$ cat config.mk
export PLATFORM = sky130hd
export DESIGN_NAME = brg_fault_sup
export DESIGN_NICKNAME = d
export VERILOG_FILES = /design/src/rtl/brg_fault_pkg.sv /design/src/rtl/brg_hyst.sv /design/src/rtl/brg_oc_timer.sv /design/src/rtl/brg_fault_log.sv /design/src/rtl/brg_fault_sup.sv
export SDC_FILE = /design/constraint.sdc
export NUM_CORES = 1
export LEC_CHECK = 0
export BUFFER_PORTS_ARGS = -buffer_cell sky130_fd_sc_hd__buf_2
export CAP_MARGIN = 20
export CORE_MARGIN = 2
export CORE_UTILIZATION = 45
export DETAILED_ROUTE_END_ITERATION = 16
export PLACE_DENSITY = 0.82
export SLEW_MARGIN = 20
export SYNTH_ARGS = -nofsm -noshare
export SYNTH_HDL_FRONTEND = slang
export SYNTH_HIERARCHICAL = 1
export SYNTH_SLANG_ARGS = --single-unit
export TNS_END_PERCENT = 10
$ cat constraint.sdc
create_clock -name clk -period 1.4 [get_ports clk]
set_input_delay 0.21 -clock clk [delete_from_list [all_inputs] [get_ports clk]]
set_output_delay 0.21 -clock clk [all_outputs]
set_load 0.05 [all_outputs]
$ cat src/rtl/brg_fault_pkg.sv
package brg_fault_pkg;

  typedef enum logic [1:0] {
    OC_IDLE  = 2'd0,
    OC_DELAY = 2'd1,
    OC_OFF   = 2'd2
  } oc_phase_e;

  // next value of a hysteresis state bit
  function automatic logic hyst_step(input logic cur, input logic enter_c,
                                     input logic leave_c);
    return cur ? ~leave_c : enter_c;
  endfunction

  // next value of a sticky record bit: set wins over clear
  function automatic logic sticky_step(input logic cur, input logic clr,
                                       input logic set_c);
    return (cur & ~clr) | set_c;
  endfunction

endpackage

$ cat src/rtl/brg_hyst.sv
module brg_hyst #(
  parameter int         W          = 8,
  parameter bit         HIGH_FAULT = 1'b1,
  parameter logic [W-1:0] ENTER_THR = '0,
  parameter logic [W-1:0] LEAVE_THR = '0,
  parameter bit         RST_VAL    = 1'b0
) (
  input  logic         clk,
  input  logic         rst_n,
  input  logic [W-1:0] code,
  output logic         active,
  output logic         enter_evt
);
  import brg_fault_pkg::*;

  logic enter_c;
  logic leave_c;

  generate
    if (HIGH_FAULT) begin : g_high
      assign enter_c = (code >= ENTER_THR);
      assign leave_c = (code <= LEAVE_THR);
    end else begin : g_low
      assign enter_c = (code < ENTER_THR);
      assign leave_c = (code >= LEAVE_THR);
    end
  endgenerate

  assign enter_evt = ~active & enter_c;

  always_ff @(posedge clk or negedge rst_n) begin
    if (!rst_n) active <= RST_VAL;
    else        active <= hyst_step(active, enter_c, leave_c);
  end
endmodule

$ cat src/rtl/brg_oc_timer.sv
module brg_oc_timer #(
  parameter int DLY_CYC = 4,
  parameter int DIS_CYC = 40
) (
  input  logic clk,
  input  logic rst_n,
  input  logic oc_flag,
  input  logic hold_off,
  output logic off,
  output logic detect
);
  import brg_fault_pkg::*;

  localparam int CMAX = (DLY_CYC > DIS_CYC) ? DLY_CYC : DIS_CYC;
  localparam int CW   = $clog2(CMAX + 1);
  localparam logic [CW-1:0] DLY_LD = CW'(DLY_CYC - 1);
  localparam logic [CW-1:0] DIS_LD = CW'(DIS_CYC - 1);

  oc_phase_e     ph, ph_nxt;
  logic [CW-1:0] cnt, cnt_nxt;
  logic          cnt_done;

  assign cnt_done = (cnt == '0);
  assign off      = (ph == OC_OFF);
  assign detect   = ~hold_off & oc_flag &
                    ((ph == OC_IDLE) | ((ph == OC_OFF) & cnt_done));

  always_comb begin
    ph_nxt  = ph;
    cnt_nxt = cnt;
    if (hold_off) begin
      ph_nxt  = OC_IDLE;
      cnt_nxt = '0;
    end else begin
      unique case (ph)
        OC_IDLE: if (oc_flag) begin
          ph_nxt  = OC_DELAY;
          cnt_nxt = DLY_LD;
        end
        OC_DELAY: if (cnt_done) begin
          ph_nxt  = OC_OFF;
          cnt_nxt = DIS_LD;
        end else begin
          cnt_nxt = cnt - 1'b1;
        end
        OC_OFF: if (cnt_done) begin
          if (oc_flag) begin
            ph_nxt  = OC_DELAY;
            cnt_nxt = DLY_LD;
          end else begin
            ph_nxt  = OC_IDLE;
          end
        end else begin
          cnt_nxt = cnt - 1'b1;
        end
        default: begin
          ph_nxt  = OC_IDLE;
          cnt_nxt = '0;
        end
      endcase
    end
  end

  always_ff @(posedge clk or negedge rst_n) begin
    if (!rst_n) begin
      ph  <= OC_IDLE;
      cnt <= '0;
    end else begin
      ph  <= ph_nxt;
      cnt <= cnt_nxt;
    end
  end
endmodule

$ cat src/rtl/brg_fault_log.sv
module brg_fault_log #(
  parameter int N = 4
) (
  input  logic         clk,
  input  logic         rst_n,
  input  logic [N-1:0] set_vec,
  input  logic         clr,
  output logic [N-1:0] q
);
  import brg_fault_pkg::*;

  generate
    for (genvar b = 0; b < N; b++) begin : g_bit
      always_ff @(posedge clk or negedge rst_n) begin
        if (!rst_n) q[b] <= 1'b0;
        else        q[b] <= sticky_step(q[b], clr, set_vec[b]);
      end
    end
  endgenerate
endmodule

$ cat src/rtl/brg_fault_sup.sv
module brg_fault_sup #(
  parameter int NB        = 2,
  parameter int TEMP_W    = 8,
  parameter int VSUP_W    = 8,
  parameter int TEMP_HOT  = 165,
  parameter int TEMP_HYST = 15,
  parameter int VSUP_ON   = 70,
  parameter int VSUP_OFF  = 60,
  parameter int DLY_CYC   = 4,
  parameter int DIS_CYC   = 40
) (
  input  logic              clk,
  input  logic              rst_n,
  input  logic [NB-1:0]     en_req,
  input  logic [NB-1:0]     oc_flag,
  input  logic [TEMP_W-1:0] temp_code,
  input  logic [VSUP_W-1:0] vsup_code,
  input  logic              clr_stb,
  output logic [NB-1:0]     br_en,
  output logic [NB-1:0]     oc_off,
  output logic              ot_act,
  output logic              uv_act,
  output logic [NB+1:0]     flt_sticky
);
  localparam int SW         = NB + 2;
  localparam int TEMP_LEAVE = TEMP_HOT - TEMP_HYST;

  logic          glob_flt;
  logic          ot_enter;
  logic          uv_enter;
  logic [NB-1:0] oc_detect;
  logic [SW-1:0] set_evt;

  brg_hyst #(
    .W(TEMP_W), .HIGH_FAULT(1'b1),
    .ENTER_THR(TEMP_W'(TEMP_HOT)), .LEAVE_THR(TEMP_W'(TEMP_LEAVE)),
    .RST_VAL(1'b0)
  ) u_ot (
    .clk(clk), .rst_n(rst_n), .code(temp_code),
    .active(ot_act), .enter_evt(ot_enter)
  );

  brg_hyst #(
    .W(VSUP_W), .HIGH_FAULT(1'b0),
    .ENTER_THR(VSUP_W'(VSUP_OFF)), .LEAVE_THR(VSUP_W'(VSUP_ON)),
    .RST_VAL(1'b1)
  ) u_uv (
    .clk(clk), .rst_n(rst_n), .code(vsup_code),
    .active(uv_act), .enter_evt(uv_enter)
  );

  assign glob_flt = ot_act | uv_act;

  generate
    for (genvar i = 0; i < NB; i++) begin : g_br
      brg_oc_timer #(.DLY_CYC(DLY_CYC), .DIS_CYC(DIS_CYC)) u_tmr (
        .clk(clk), .rst_n(rst_n), .oc_flag(oc_flag[i]),
        .hold_off(glob_flt), .off(oc_off[i]), .detect(oc_detect[i])
      );
    end
  endgenerate

  assign br_en   = en_req & ~oc_off & {NB{~glob_flt}};
  assign set_evt = {uv_enter, ot_enter, oc_detect};

  brg_fault_log #(.N(SW)) u_log (
    .clk(clk), .rst_n(rst_n), .set_vec(set_evt), .clr(clr_stb), .q(flt_sticky)
  );
endmodule

==> flow_summary.yaml, run 1 <==
floorplan:
  std_cell_rows: 21
  fp.dieW_um: 61.9
  dieArea_mm2: 0.00383
  core-area_mm2: 0.00328
  fp.dieH_um: 61.9
  io_pins: 33
  initial_core_util_pct: 45.9
pwr:
  ir_worst_vdd_v: 0.000895
  powerDensity_mw_per_mm2: 1960
  swShare_pct: 44.3
  p_seq_share_pct: 23.6
  p_sw_mw: 1.95
  p_total_mw: 4.40
  comb_power_share_pct: 68.2
  p_leak_nw: 1.04
  clkPwrFrac_pct: 8.2
  power.internal_mw: 2.45
placement:
  placed_area_mm2: 0.00202
  post-place-ws_ns: -0.270
  numPortBuffers: 31
  dp_hpwl_um: 2900
  routabilityCongestion: 0.838
  dp_cells: 283
cts:
  clock-sinks: 22
  cts_inserted_buffers: 3
  cts_max_level: 1
  cts_buffer_depth: 2
  clock_latency_ns: 0.31
  clkTransAtPathRegs_ns: 0.13
  cts_root_buffer: "clkbuf_4"
  tritoncts: "yes"
global_routing:
  antenna_found_initial: 0
  grt_pass1_vias: 1511
  grt_start_max_net_pins: 23
  grt_usage_pct: 23.6
  grt-ovfl-total: 0
  grt_pass1_wl_um: 6620
logic_synthesis:
  syn_nets: 200
  synth.cell_area_mm2: 0.00151
  yosys_warnings: 6
  yosysTopAreaCell: "dfrtp_1"
  synth_edf_count: 0
  syn-instance-count: 173
  avgSynthCellArea_um2: 8.72
  synth.top_cells.by_area: "dfrtp_1 (35%), nor2_1 (5.2%), nand2_1 (4.5%), a21oi_1 (4.0%), o211ai_1 (4.0%)"
  synth_ff_type: "dfrtp_1"
  synthArstFlopShare_pct: 100
  synth_cell_types: 38
  ys_ff_latch: 22
  seq_area_frac_synth_pct: 36.6
  synth_commonest_cells: "dfrtp_1 (21), nor2_1 (21), nand2_1 (18)"
  netlist.area_leader.share_pct: 34.9
final_layout:
  finalInstanceArea_mm2: 0.00224
  seqCellArea_um2: 558
  drive_above_1_share_pct: 47.3
  syn2layout_area_growth_pct: 48.5
  nNetsFinal: 271
  antenna_cells: 0
  final_cells: 289
  fillerInstances: 217
  multi_input_area_mm2: 0.00103
  fin_util_pct: 68.2
min_path:
  hold_path_class: "input port to flop"
  min-delay-start: "clr_stb"
  hold-path-cell-count: 3
setup_path:
  arrival_ns: 1.42
  cp_num_buf_inv: 2
  critPathKind: "flop to primary output"
  critical_path.cell_chain: "buf_6 -> nor4b_4 -> buf_6"
  path_delay_family: "flip-flops"
  worstPathMaxFanout: 3
  critPathLaunch: "u_ot/active"
  end_kind: "primary output"
  cpMostUsedCell: "buf_6"
  worstReg2RegStart: "g_br[1].u_tmr/cnt[4]"
  worstPathRequired_ns: 1.19
  path_depth: 3
  cp-start-kind: "flop"
  reg2reg_depth: 4
  cpMaxStageDelayCell: "dfrtp_4"
  cpPeakStageDelay_ns: 0.50
timing:
  fmaxAchievable_mhz: 614
  finalCriticalPeriod_ns: 1.63
  tns_ns: -1.57
  max_slew_margin_pct: 66.6
  fin_crit_sh_pct: 116
  fin_hold_ws_ns: 0.197
  finalSetupViolCount: 18
  slew_violations: 0
  tightest_slew_ns: 0.502
  setup_ws_ns: -0.228
  hold_viol: 0
  skew_ns: 0.00699
  grt_setup_unrepaired: "yes"
detailed_routing:
  drtIter0Drc: 74
  vias: 1588
  drc: 0
  wl_met2_um: 2130
  wl_um: 4270
  wl_met1_um: 1890
  ant_nets: 0
  vias_per_cell: 5.49
  wire_per_inst_um: 14.8
  wl_met3_um: 162
  highest_layer: "met4"
  dr.pass1.iters: 4
outcome:
  violations: "setup timing"
  status: "finished with violations"
run:
  drv_cap: 0
[cell usage in the layout (no fill, tap or decap), types with 2 or more instances in the layout]
| master | count |
|---|---|
| nor2b_1 | 2 |
| o221a_2 | 2 |
| and3_1 | 6 |
| ha_1 | 2 |
| a32oi_1 | 2 |
| inv_1 | 2 |
| dfrtp_2 | 2 |
| buf_8 | 3 |
| inv_2 | 5 |
| a21oi_1 | 11 |
| mux2i_1 | 4 |
| o32ai_1 | 2 |
| nand2_2 | 2 |
| a21o_1 | 4 |
| nor2_1 | 21 |
| dfrtp_1 | 18 |
| nor3b_1 | 2 |
| o211ai_1 | 8 |
| a211oi_4 | 2 |
| or2_4 | 3 |
| buf_4 | 35 |
| a2111oi_2 | 2 |
| buf_6 | 8 |
| or2_2 | 4 |
| xnor2_1 | 4 |
| o31a_2 | 2 |
| buf_2 | 25 |
| o21ai_1 | 2 |
| nor4_1 | 3 |
| a31oi_1 | 3 |
| nand2_1 | 16 |
| or3_1 | 4 |
| nor2b_4 | 4 |
| clkbuf_4 | 3 |
| nor3_4 | 4 |
| nor4b_4 | 2 |
| nand3_1 | 5 |
[worst reg2reg max path: cells and delay by family, from the launching register on]
kind / cells / cell delay [ns]
DFF: 1 / 0.43
and+or+nand+nor: 3 / 0.85
AOI/OAI and AO/OA: 1 / 0.18
[sequential cells by signal (all words and copies together), names as in the netlist]
name            flops
g_br.u_tmr/cnt     12
g_br.u_tmr/ph       4
u_log/q             4
u_ot/active         1
u_uv/active         1
[power by group through the flow]
stage | sequential, mW | clock (mW) | combinational (mW)
floorplan | 1.14 | 0 | 1.42
global placement | 0.993 | 0 | 2.51
detailed placement | 1.01 | 0 | 2.55
CTS | 1.02 | 0.372 | 2.76
global route | 1.07 | 0.398 | 3.23
finish | 1.04 | 0.361 | 3.00
[worst paths after layout]
check | endpoint | slack, ns
min in group asynchronous | g_br[0].u_tmr/cnt[2] | 0.39
max reg2reg | g_br[1].u_tmr/cnt[0] | -0.15
min | u_log/q[0] | 0.20
max | br_en[1] | -0.23
min reg2reg | u_log/q[1] | 0.50
max in group asynchronous | u_ot/active | 0.63
[repair_timing]
item,CTS,global route
pin swaps,3,3
gates resized for setup,32,17
hold buffers,1,0
setup endpoints to repair,22,24
endpoints found under the hold margin,21,0
buffers inserted,1,0
[kinds of logic (layout without fill, tap and decap cells)]
family	count (synthesis)	after routing	synth area share (%)
simple gates	82	82	29.5
compound gates	44	44	21.2
flops	22	22	36.6
buf+inv	13	83	4.40
fa+ha+maj	4	4	3.32
xor+xnor	4	4	2.32
mux	4	4	2.66
[per-layer routing]
layer,GRT usage [%],vias to the layer above
li1,-,774
met4,8.51,0
met5,0,-
met2,41.2,52
met3,2.69,9
met1,30.0,753
[cell type report]
| cell class | instances | share of cell area, % |
|---|---|---|
| timing repair buffer | 72 | 23.8 |
| multi-input combinational | 138 | 45.9 |
| sequential | 22 | 24.9 |
| inverter | 7 | 1.17 |
| tap | 46 | 2.57 |
| clock buffer | 4 | 1.62 |
Note: power is estimated with default switching activity, not from simulation.
==> run 2: changes to the inputs <==
CORE_MARGIN = 8   (was 2)
CORE_UTILIZATION = 25   (was 45)
PLACE_DENSITY = 0.54   (was 0.82)
clock period = 1.6 ns   (was 1.4 ns; I/O delays follow)
==> run 2 against run 1 <==
Compared with the run above:
- the flow now finishes without violations
- first-iteration DRC count down 22%
- die area up 130%
- clock power down 2%
- via count down 7.9%
- cell area down 6.8%
- non-clock buffer count down 14
- hold slack better by 0.054 ns
- utilization down 33 points
- sequential power down 13%
- sequential share of layout area up 1.7 points
- critical path type unchanged
- critical endpoint is now br_en[0]
==> flow_summary.yaml, run 2 (same netlist as run 1, synthesis figures left out) <==
final_layout:
  antenna_cells: 0
  layout_commonest_cell: "buf_2"
  final_cell_mix: "buf_2 (28), buf_4 (26), nor2_1 (21)"
  largest_reg_flops: 12
  nNetsFinal: 257
  drive_above_1_share_pct: 41.5
  reg.largest.list: "g_br.u_tmr/cnt: 12 flops, g_br.u_tmr/ph: 4 flops, u_log/q: 4 flops"
  finalInstanceArea_mm2: 0.00209
  regMostFlops: "g_br.u_tmr/cnt"
  syn2layout_area_growth_pct: 38.5
global_routing:
  grt-ovfl-total: 0
  grt_start_max_net_pins: 23
  grt_pass1_wl_um: 6610
  grt_usage_pct: 9.19
  grt_pass1_vias: 1457
  antenna_found_initial: 0
timing:
  fmaxAchievable_mhz: 634
  finalCriticalPeriod_ns: 1.58
  max_slew_margin_pct: 64.9
  slew_violations: 0
  hold_viol: 0
  grt_setup_unrepaired: "yes"
  fin_crit_sh_pct: 98.6
  skew_ns: 0.00311
  tightest_slew_ns: 0.527
  finalSetupViolCount: 0
  fin_hold_ws_ns: 0.252
pwr:
  powerDensity_mw_per_mm2: 1660
  p_leak_nw: 0.957
  ir_worst_vdd_v: 0.000768
detailed_routing:
  wl_met3_um: 97
  wl_um: 3920
  vias_per_cell: 4.81
  drc: 0
  wire_per_inst_um: 12.9
  ant_nets: 0
  dr.pass1.iters: 4
  highest_layer: "met4"
  vias: 1462
  wl_met1_um: 1800
  wl_met2_um: 2000
  drtIter0Drc: 58
cts:
  clock-sinks: 22
  clock_latency_ns: 0.26
  cts_inserted_buffers: 3
  cts_root_buffer: "clkbuf_8"
  cts_max_level: 1
  clkTransAtPathRegs_ns: 0.08
  tritoncts: "yes"
  cts_buffer_depth: 2
floorplan:
  core-area_mm2: 0.00589
  fp.dieH_um: 93.7
  initial_core_util_pct: 25.6
  fp.dieW_um: 93.7
  std_cell_rows: 28
  io_pins: 33
  dieArea_mm2: 0.00877
placement:
  numPortBuffers: 31
  placed_area_mm2: 0.00197
  dp_hpwl_um: 3000
  routabilityCongestion: 0.762
min_path:
  hold_path_class: "input port to flop"
  min-delay-start: "temp_code[7]"
setup_path:
  critPathLaunch: "u_ot/active"
  worstPathRequired_ns: 1.36
  worstReg2RegStart: "g_br[0].u_tmr/cnt[1]"
  critPathKind: "flop to primary output"
  end_kind: "primary output"
  worstPathMaxFanout: 6
  arrival_ns: 1.34
  cp-start-kind: "flop"
run:
  drv_cap: 0
outcome:
  status: "completed"
==> run 2: cell count changes in the layout (fill, tap and decap cells not counted), sizes merged <==
| cell | delta |
|---|---|
| buf | -15 |
| clkbuf | +1 |
==> run 2: power by group <==
part / switching (mW) / internal, mW
clock network: 0.176 / 0.177
registers: 0.172 / 0.732
logic: 1.17 / 1.04
==> run 2: worst max-delay path: stages, from the launching register on <==
cell and delay (ns):
dfrtp_4 0.48, buf_4 0.17, nor4b_4 0.23, buf_6 0.19
==> run 2: metrics by stage <==
stage                     util, %  setup WS [ns]  TNS [ns]  cells  total power [mW]
after global routing         35.5        -0.0337    -0.140    304              3.76
after CTS                    34.7        -0.0180   -0.0180    304              3.35
after floorplan                 -        -0.0346    -0.131    173              2.24
after detailed placement     33.5         0.0136         0    299              2.95
final                        35.5         0.0229         0    304              3.47
after global placement       33.5         0.0311         0    299              2.94
==> run 2: layout make-up <==
cell class / count / area (µm²)
fillers: 629 / 3800
multi-input cells: 138 / 991
flip-flops and latches: 22 / 557
repair buffers: 58 / 375
well taps: 75 / 93.8
clock buffers: 4 / 45.0
inverters: 7 / 26.3
==> run 2: path summary, 6_finish.rpt <==
path,to,slack (ns),depth (start not counted)
max,br_en[0],0.02,3
min,u_ot/active,0.25,3
max reg2reg,g_br[0].u_tmr/cnt[0],0.05,7
min reg2reg,u_log/q[2],0.48,1
max in group asynchronous,u_ot/active,0.71,2
min in group asynchronous,g_br[0].u_tmr/cnt[5],0.49,2
==> run 2: repair_timing <==
item	4_1_cts	5_1_grt
hold buffers	1	0
hold endpoints to repair	21	0
gates resized for setup	5	17
setup buffers	0	1
setup endpoints to repair	5	14
pin swaps	0	2
==> run 2: metal layers <==
layer	track usage, %	up-vias
met5	0	-
met4	2.77	0
met3	2.24	2
met2	15.2	12
met1	11.5	699
li1	-	749
==> run 3: changes to the inputs <==
ABC_AREA = 1   (was unset)
==> run 3 against run 2 <==
Compared with the run above:
- cell count grew 17%
- synthesized cell count is 38% higher
- via count rose by 5.8%
- sequential power up 0.8%
- non-clock buffer count shrank 19
- clock skew grew 0.0011 ns
- die area grew 5.1%
- critical path type unchanged
- first-iteration DRC count increased by 24%
==> flow_summary.yaml, run 3 <==
cts:
  tritoncts: "yes"
  cts_setup_buffers: 0
  cts_root_buffer: "clkbuf_8"
  clkTransAtPathRegs_ns: 0.09
  clock_latency_ns: 0.26
  cts_max_level: 1
  cts_inserted_buffers: 3
  cts_buffer_depth: 2
  clock-sinks: 22
logic_synthesis:
  synth.top_cells.by_area: "dfrtp_1 (33%), nand2_1 (16%), inv_1 (8.4%), nand3_1 (5.0%), nor2_1 (4.9%)"
  yosys_warnings: 6
  netlist.area_leader.share_pct: 32.8
  syn-instance-count: 239
  synthArstFlopShare_pct: 100
  synth_edf_count: 0
  seq_area_frac_synth_pct: 34.5
  syn_nets: 266
  synth_commonest_cells: "nand2_1 (69), inv_1 (36), dfrtp_1 (21), nor2_1 (21), nand3_1 (16)"
  synth_cell_types: 23
  yosysTopAreaCell: "dfrtp_1"
  ys_ff_latch: 22
  avgSynthCellArea_um2: 6.70
  synth.cell_area_mm2: 0.00160
  synth.most_common_cell: "nand2_1"
  synth_ff_type: "dfrtp_1"
final_layout:
  syn2layout_area_growth_pct: 24.2
  antenna_cells: 0
  reg.largest.list: "g_br.u_tmr/cnt: 12 flops, g_br.u_tmr/ph: 4 flops, u_log/q: 4 flops"
  final_cells: 357
  nNetsFinal: 308
  final_cell_mix: "nand2_1 (69), inv_1 (36), buf_2 (29)"
  fillerInstances: 689
  multi_input_area_um2: 851
  regMostFlops: "g_br.u_tmr/cnt"
  seqCellArea_um2: 552
  largest_reg_flops: 12
  drive_above_1_share_pct: 30.4
  layout_commonest_cell: "nand2_1"
placement:
  numPortBuffers: 31
  dp_cells: 352
  dp_hpwl_um: 2990
  routabilityCongestion: 0.751
  post-place-ws_ns: 0.115
floorplan:
  core-area_mm2: 0.00628
  fp.dieW_um: 96.0
  io_pins: 33
  dieArea_mm2: 0.00922
  fp.dieH_um: 96.0
  initial_core_util_pct: 25.5
  std_cell_rows: 29
timing:
  slew_violations: 0
  tns_ns: 0
  grt_setup_unrepaired: "yes"
  finalCriticalPeriod_ns: 1.50
  fmaxAchievable_mhz: 668
  setup_ws_ns: 0.103
  hold_viol: 0
  skew_ns: 0.00421
  max_slew_margin_pct: 63.6
  fin_hold_ws_ns: 0.214
  fin_crit_sh_pct: 93.6
  finalSetupViolCount: 0
  tightest_slew_ns: 0.546
detailed_routing:
  wire_per_inst_um: 10.7
  ant_nets: 0
  dr.pass1.iters: 4
  vias: 1547
  wl_um: 3810
  drtIter0Drc: 72
  vias_per_cell: 4.33
  drc: 0
global_routing:
  grt_pass1_wl_um: 6850
  grt_start_max_net_pins: 23
  grt_pass1_vias: 1542
  grt-ovfl-total: 0
  antenna_found_initial: 0
  grt_usage_pct: 9.12
outcome:
  status: "completed"
pwr:
  p_leak_nw: 1.10
  p_seq_share_pct: 25.4
  powerDensity_mw_per_mm2: 1800
  p_sw_mw: 1.75
  power.internal_mw: 1.83
  ir_worst_vdd_v: 0.000694
  swShare_pct: 48.9
  p_total_mw: 3.58
  clkPwrFrac_pct: 14.9
  comb_power_share_pct: 59.6
run:
  drv_cap: 0
setup_path:
  arrival_ns: 1.26
  worstPathRequired_ns: 1.36
  end_kind: "primary output"
  cp-start-kind: "flop"
  critPathKind: "flop to primary output"
  worstPathMaxFanout: 5
min_path:
  hold_path_class: "input port to flop"
==> run 3: critical path: stages, from the launching register on <==
cell     delay (ns)
dfrtp_1        0.42
inv_2          0.11
nor2_4         0.06
inv_1          0.06
nand2_1        0.04
nor2_1         0.10
buf_4          0.20
==> run 3: kinds of logic (layout without fill, tap and decap cells) <==
group | after synthesis | after routing | share of synthesized area, %
simple gates | 138 | 138 | 41.0
buf+inv | 53 | 94 | 13.4
flops | 22 | 22 | 34.5
fa+ha+maj | 4 | 4 | 3.13
compound gates | 22 | 22 | 7.97
==> run 3: metal layers <==
metal | global-route usage [%] | routed length [µm] | vias up
li1 | - | - | 816
met1 | 11.9 | 1790 | 701
met2 | 15.4 | 1900 | 28
met3 | 1.25 | 76 | 2
met4 | 2.30 | 40 | 0
met5 | 0 | 0 | -
==> run 3: final timing paths <==
kind,depth (start not counted),from,slack (ns),endpoint
worst max-delay path,6,g_br[0].u_tmr/ph[1],0.10,br_en[0]
worst min-delay path,4,clr_stb,0.21,u_log/q[0]
worst max register to register,9,g_br[1].u_tmr/cnt[0],0.18,g_br[1].u_tmr/cnt[2]
worst min register to register,2,u_uv/active,0.48,u_uv/active
max in group asynchronous,2,rst_n,0.74,u_uv/active
min in group asynchronous,2,rst_n,0.49,g_br[1].u_tmr/cnt[4]
==> run 3: cell type report <==
| cell class | count | share of cell area, % |
|---|---|---|
| multi-input combinational | 164 | 42.8 |
| sequential | 22 | 27.8 |
| timing repair buffer | 39 | 11.4 |
| inverter | 51 | 9.63 |
| tap | 77 | 4.85 |
| clock buffer | 3 | 2.08 |
| clock inverter | 1 | 1.51 |
==> run 3: power by group through the flow <==
stage	combinational, mW	sequential [mW]	clock (mW)
5_1_grt	2.41	0.941	0.572
6_report	2.14	0.911	0.535
2_1_floorplan	1.58	0.992	0
3_5_place_dp	2.09	0.918	0
3_3_place_gp	2.08	0.919	0
4_1_cts	2.10	0.912	0.550
==> run 3: stage by stage <==
stage	utilization [%]	cell area (µm²)
6_report	31.7	1990
5_1_grt	31.7	1990
2_1_floorplan	-	1600
4_1_cts	31.3	1960
3_5_place_dp	30.0	1880
3_3_place_gp	30.0	1880
==> run 3: timing repair <==
item	4_1_cts	5_1_grt
endpoints found under the setup margin	0	5
hold buffers	1	0
resized for setup	0	8
hold endpoints to repair	21	0
